===== src/rtl/fsg_pkg.sv =====
package fsg_pkg;
    typedef enum logic [2:0] {
        MODE_IDLE      = 3'd0,
        MODE_PROG      = 3'd1,
        MODE_ERASE     = 3'd2,
        MODE_SUSP_READ = 3'd3,
        MODE_SUSP_PROG = 3'd4
    } mode_e;
endpackage


===== src/rtl/fsg_read_track.sv =====
module fsg_read_track #(
    parameter int BANK_W = 2
) (
    input  logic              clk,
    input  logic              rst_n,
    input  logic              ce_n,
    input  logic              oe_n,
    input  logic [BANK_W-1:0] bank_addr,
    input  logic              sector_hit,
    output logic              read_end,
    output logic              read_ok,
    output logic              hit_lat
);
    typedef struct packed {
        logic              rd;
        logic              hit;
        logic              bad;
        logic [BANK_W-1:0] bank;
    } trk_t;

    trk_t trk_d, trk_q;
    logic rd_now;

    always_comb begin
        rd_now = !ce_n && !oe_n;
        trk_d  = trk_q;
        trk_d.rd = rd_now;
        if (rd_now && !trk_q.rd) begin
            trk_d.hit  = sector_hit;
            trk_d.bank = bank_addr;
            trk_d.bad  = 1'b0;
        end else if (rd_now && trk_q.rd && (bank_addr != trk_q.bank)) begin
            trk_d.bad = 1'b1;
        end
    end

    always_ff @(posedge clk or negedge rst_n) begin
        if (!rst_n) trk_q <= '0;
        else        trk_q <= trk_d;
    end

    assign read_end = trk_q.rd && !rd_now;
    assign read_ok  = !trk_q.bad;
    assign hit_lat  = trk_q.hit;

    // an address move inside an open read marks it as not counting
    p_bank_mark_r9: assert property (@(posedge clk) disable iff (!rst_n)
        (rd_now && trk_q.rd && (bank_addr != trk_q.bank)) |=> !read_ok);
endmodule


===== src/rtl/fsg_flag_state.sv =====
module fsg_flag_state
    import fsg_pkg::*;
(
    input  logic  clk,
    input  logic  rst_n,
    input  mode_e mode,
    input  logic  read_end,
    input  logic  read_ok,
    input  logic  hit_lat,
    input  logic  pulse_over,
    input  logic  prog_nonblank,
    input  logic  reset_cmd,
    output logic  tog6,
    output logic  tog2,
    output logic  fail
);
    typedef struct packed {
        logic t6;
        logic t2;
        logic fail;
    } flg_t;

    flg_t flg_d, flg_q;
    logic adv, en6, en2;

    always_comb begin
        adv = read_end && read_ok;
        en6 = (mode == MODE_PROG) || (mode == MODE_ERASE) ||
              (mode == MODE_SUSP_PROG) || flg_q.fail;
        en2 = hit_lat && ((mode == MODE_ERASE) || (mode == MODE_SUSP_READ) ||
                          (mode == MODE_SUSP_PROG));
        flg_d = flg_q;
        if (adv && en6) flg_d.t6 = !flg_q.t6;
        if (adv && en2) flg_d.t2 = !flg_q.t2;
        if (reset_cmd)
            flg_d.fail = 1'b0;
        else if ((mode != MODE_IDLE) && (pulse_over || prog_nonblank))
            flg_d.fail = 1'b1;
    end

    always_ff @(posedge clk or negedge rst_n) begin
        if (!rst_n) flg_q <= '0;
        else        flg_q <= flg_d;
    end

    assign tog6 = flg_q.t6;
    assign tog2 = flg_q.t2;
    assign fail = flg_q.fail;

    // failure persists until a reset command
    p_fail_hold_r8: assert property (@(posedge clk) disable iff (!rst_n)
        (fail && !reset_cmd) |=> fail);
    // reset command always clears
    p_fail_clear_r8: assert property (@(posedge clk) disable iff (!rst_n)
        reset_cmd |=> !fail);
    // completed read in program mode flips the bit 6 state
    p_prog_toggle_r2: assert property (@(posedge clk) disable iff (!rst_n)
        (read_end && read_ok && mode == MODE_PROG) |=> (tog6 != $past(tog6)));
    // suspend-read keeps bit 6 frozen
    p_susp_freeze_r6: assert property (@(posedge clk) disable iff (!rst_n)
        (mode == MODE_SUSP_READ && !fail) |=> $stable(tog6));
endmodule


===== src/rtl/fsg_out_mux.sv =====
module fsg_out_mux
    import fsg_pkg::*;
#(
    parameter int DATA_W = 8
) (
    input  mode_e             mode,
    input  logic              tog6,
    input  logic              tog2,
    input  logic              fail,
    input  logic              sector_hit,
    input  logic              erase_win_open,
    input  logic              prog_bit7,
    input  logic [DATA_W-1:0] array_word,
    output logic [DATA_W-1:0] dq
);
    localparam int POS_POLL  = 7;
    localparam int POS_TOG   = 6;
    localparam int POS_FAIL  = 5;
    localparam int POS_WIN   = 3;
    localparam int POS_SECT  = 2;

    logic pass;
    logic [DATA_W-1:0] sts;

    always_comb begin
        pass = ((mode == MODE_IDLE) && !fail) ||
               ((mode == MODE_SUSP_READ) && !sector_hit && !fail);
        sts = '0;
        case (mode)
            MODE_ERASE:     sts[POS_POLL] = 1'b0;
            MODE_SUSP_READ: sts[POS_POLL] = 1'b1;
            default:        sts[POS_POLL] = !prog_bit7;
        endcase
        sts[POS_TOG]  = tog6;
        sts[POS_FAIL] = fail;
        sts[POS_WIN]  = (mode == MODE_ERASE) && !erase_win_open;
        sts[POS_SECT] = ((mode == MODE_SUSP_PROG) && !sector_hit) ? 1'b1 : tog2;
        dq = pass ? array_word : sts;
    end
endmodule


===== src/rtl/flash_status_gen.sv =====
module flash_status_gen
    import fsg_pkg::*;
#(
    parameter int DATA_W = 8,
    parameter int BANK_W = 2
) (
    input  logic              clk,
    input  logic              rst_n,
    input  logic              ce_n,
    input  logic              oe_n,
    input  logic [BANK_W-1:0] bank_addr,
    input  logic              sector_hit,
    input  mode_e             mode,
    input  logic              erase_win_open,
    input  logic              pulse_over,
    input  logic              prog_nonblank,
    input  logic              reset_cmd,
    input  logic              prog_bit7,
    input  logic [DATA_W-1:0] array_word,
    output logic [DATA_W-1:0] dq
);
    logic read_end, read_ok, hit_lat;
    logic tog6, tog2, fail;

    fsg_read_track #(.BANK_W(BANK_W)) u_trk (
        .clk(clk), .rst_n(rst_n), .ce_n(ce_n), .oe_n(oe_n),
        .bank_addr(bank_addr), .sector_hit(sector_hit),
        .read_end(read_end), .read_ok(read_ok), .hit_lat(hit_lat)
    );

    fsg_flag_state u_flg (
        .clk(clk), .rst_n(rst_n), .mode(mode),
        .read_end(read_end), .read_ok(read_ok), .hit_lat(hit_lat),
        .pulse_over(pulse_over), .prog_nonblank(prog_nonblank),
        .reset_cmd(reset_cmd), .tog6(tog6), .tog2(tog2), .fail(fail)
    );

    fsg_out_mux #(.DATA_W(DATA_W)) u_mux (
        .mode(mode), .tog6(tog6), .tog2(tog2), .fail(fail),
        .sector_hit(sector_hit), .erase_win_open(erase_win_open),
        .prog_bit7(prog_bit7), .array_word(array_word), .dq(dq)
    );

    // a read spoiled by an address move leaves both toggle states alone
    p_bank_hold_r9: assert property (@(posedge clk) disable iff (!rst_n)
        (read_end && !read_ok) |=> ($stable(tog6) && $stable(tog2)));
    // erase-mode reads of other sectors never move bit 2
    p_sect_hold_r5: assert property (@(posedge clk) disable iff (!rst_n)
        (read_end && !hit_lat && mode == MODE_ERASE) |=> $stable(tog2));
endmodule


===== config.mk =====
export PLATFORM = sky130hd
export DESIGN_NAME = flash_status_gen
export DESIGN_NICKNAME = d
export VERILOG_FILES = /design/src/rtl/fsg_pkg.sv /design/src/rtl/fsg_read_track.sv /design/src/rtl/fsg_flag_state.sv /design/src/rtl/fsg_out_mux.sv /design/src/rtl/flash_status_gen.sv
export SDC_FILE = /design/constraint.sdc
export NUM_CORES = 1
export LEC_CHECK = 0
export BUFFER_PORTS_ARGS = -buffer_cell sky130_fd_sc_hd__buf_2
export CORE_AREA = 2 2 39 41
export DETAILED_ROUTE_END_ITERATION = 8
export DIE_AREA = 0 0 41 43
export PLACE_DENSITY_LB_ADDON = 0.12
export SLEW_MARGIN = 5
export SYNTH_ARGS = -nofsm -noshare
export SYNTH_HDL_FRONTEND = slang
export SYNTH_SLANG_ARGS = --single-unit

===== constraint.sdc =====
create_clock -name clk -period 2.6 [get_ports clk]
set_input_delay 0.13 -clock clk [delete_from_list [all_inputs] [get_ports clk]]
set_output_delay 0.13 -clock clk [all_outputs]
set_load 0.1 [all_outputs]

==> metrics.csv <==
stage,metric,value,unit
critical_path,CP endpoint kind,primary output,
placement,RD Place Congestion,0.631,
timing,Worst Tran Pin Value,537,ps
drt,Initial DRT Pass Iterations,3,
placement,Port Buffers,30,
drt,M1 WL,449,um
drt,met2 wire len,475,um
critical_path,WP data arrival,1640,ps
die,Placeable Area,1380,um^2
finish,Sequential Area,200,um^2
timing,setup TNS,0,ps
clock_network,Worst-Skew Late Latency,250,ps
critical_path,Critical Path RT,2470,ps
finish,Final Non-Filler Cells,100,
drt,DR top layer,met3,
power_and_ir_drop,LEAKAGE,0.359,nW
timing,max-slew violation count,0,
clock_network,root buffer cell,clkbuf_4,
clock_network,Clock transition at path regs,50,ps
die,DIE AREA,1760,um^2
drt,routed wire length,1010,um
die,Die H,43,um
die,DIE WIDTH,41,um
placement,Placed Area,668,um^2
synthesis,Post-Synth Simple-Gate Area,0.201,
synthesis,post-synthesis mux area share,0.148,
global_route,initial antenna violation count,0,
timing,Hold WS,30.8,ps
finish,most frequent cells in the layout,"buf_2 (30), dfrtp_1 (8), and2_1 (5), nor2_1 (5), xnor2_1 (5)",
timing,fin crit period,1770,ps
finish,ant diodes,0,
drt,met3 wire len,83,um
clock_network,cts bufs inserted,3,
synthesis,post-synthesis adder-cell area fraction,0,
drt,initial drt markers,4,
timing,Post-Route Skew,2.93,ps
timing,Fin. Hold Viols,0,
timing,final worst setup slack,835,ps
clock_network,htree depth,1,
critical_path,Crit Path Class,reg -> out,
die,Site Rows,14,
synthesis,cell area after synthesis,498,um^2
drt,vias,461,
placement,placed cells,96,
global_route,vias in the first global route,401,
clock_network,TritonCTS clock tree,done,
global_route,pin count of the biggest net entering global routing,9,
job,Max Cap Viol,0,
timing,fmax,567,MHz
finish,Nets,109,
timing,# setup viols final,0,
global_route,total gr overflow,0,
timing,RSZ-0062 raised after global routing,no,
timing,Tcrit/Tclk final,0.679,
drt,Via density,4.61,
die,I/O pin total,31,
finish,design area,701,um^2
finish,"most common cell after layout, fill and taps aside",buf_2,
die,Initial Util,0.360,
synthesis,cells after synthesis,50,
placement,pre-CTS WS,1040,ps
finish,final core area utilization,0.506,
outcome,outcome,finished clean,
finish,Fillers,132,
drt,DRC viols,0,
synthesis,Synth Area in XOR/XNOR,0.0879,
finish,ratio of cells with drive above 1 in the final layout,0.476,
finish,area grow syn2layout,40.7,%
critical_path,CP Max Fanout,7,
synthesis,Compound-Gate Fraction of Synth Area,0.131,
synthesis,post-synthesis sequential area ratio,0.402,
synthesis,main combinational cell family by area after synthesis,simple AND/OR/NAND/NOR gates,
min_path,Worst Hold Class,in -> reg,
power_and_ir_drop,Peak VDD IR,338,uV
synthesis,Mapped Avg Cell Area,9.96,um^2
clock_network,clk sinks,8,
clock_network,CTS Buffer Depth,2,
drt,WL per Instance,10.1,um
timing,Slew headroom,0.639,
global_route,first-pass GRT wire length,1480,um
placement,post-DP HPWL,850,um
global_route,Total GRT Usage,0.125,
synthesis,Syn. warnings,0,
power_and_ir_drop,P per Cell Area,760,nW/um^2
synthesis,post-synthesis sequential element count,8,
drt,Final ANT Viol Nets,0,
synthesis,synth unique cells,21,
synthesis,Syn Nets,73,
finish,multi-input logic area,283,um^2
power_and_ir_drop,Pwr Total,0.533,mW
critical_path,CP startpoint kind,flop,
worst paths after layout:
path,startpoint,endpoint,slack (ps),depth (start not counted)
setup reg to reg,u_trk.trk_q[4]$_DFF_PN0_,u_trk.hit_lat$_DFFE_PN0P_,1300,2
hold / removal,reset_cmd,u_flg.fail$_DFFE_PN0P_,30,2
setup / recovery,u_flg.fail$_DFFE_PN0P_,dq[2],830,3
min in group asynchronous,rst_n,u_trk.trk_q[0]$_DFFE_PN0P_,250,2
hold reg to reg,u_flg.tog2$_DFFE_PN0P_,u_flg.tog2$_DFFE_PN0P_,470,1
max in group asynchronous,rst_n,u_flg.tog2$_DFFE_PN0P_,2190,2
cell type report:
class | instances | area share
Inverter | 4 | 0.0214
Tap cell | 16 | 0.0286
Multi-Input combinational cell | 38 | 0.404
Clock buffer | 3 | 0.0321
Timing Repair Buffer | 31 | 0.229
Sequential cell | 8 | 0.286
power breakdown:
group	switching, mW	internal, mW
sequential	0.0192	0.154
combinational	0.194	0.0744
clock	0.0385	0.0526
what timing repair did:
item	4_1_cts	5_1_grt
setup endpoints to repair	0	0
buffers inserted	0	0
hold buffers	1	0
resized for setup	0	0
hold endpoints to repair	8	0
logic make-up (layout without fill, tap and decap cells):
logic type / Yosys count / count (layout)
AND/OR/NAND/NOR: 17 / 17
AO/OA/AOI/OAI: 10 / 10
flip-flops: 8 / 8
multiplexers: 6 / 6
XOR/XNOR: 5 / 5
buffers and inverters: 4 / 38
routing by layer:
metal	up-vias	GRT usage
met2	19	0.203
li1	240	-
met4	0	0.100
met1	202	0.133
met5	-	0
met3	0	0.0157
registers in the layout, indices dropped and copies added, names as in the netlist:
| signal | cells |
|---|---|
| u_trk.trk_q | 4 |
| u_flg.fail | 1 |
| u_flg.tog2 | 1 |
| u_flg.tog6 | 1 |
| u_trk.hit_lat | 1 |
worst max-delay path, cell delays in order (launching register included):
cell	delay, ps
dfrtp_1	420
nor3_4	320
mux2i_1	210
buf_2	440
synth_stat cells, drive strengths merged:
cell type	n	area, um^2
a21o	1	7.51
o21ai	1	5.00
nand2b	2	12.5
o31ai	1	7.51
nor2	5	18.8
dfrtp	8	200
a21oi	5	28.8
clkinv	1	3.75
o32ai	1	8.76
and2	5	31.3
xnor2	5	43.8
nor3	3	26.3
nor3b	1	7.51
mux2i	1	10.0
mux2	5	63.8
nand2	1	3.75
inv	3	11.3
o211ai	1	7.51
Power figures use the tool's default switching activity.
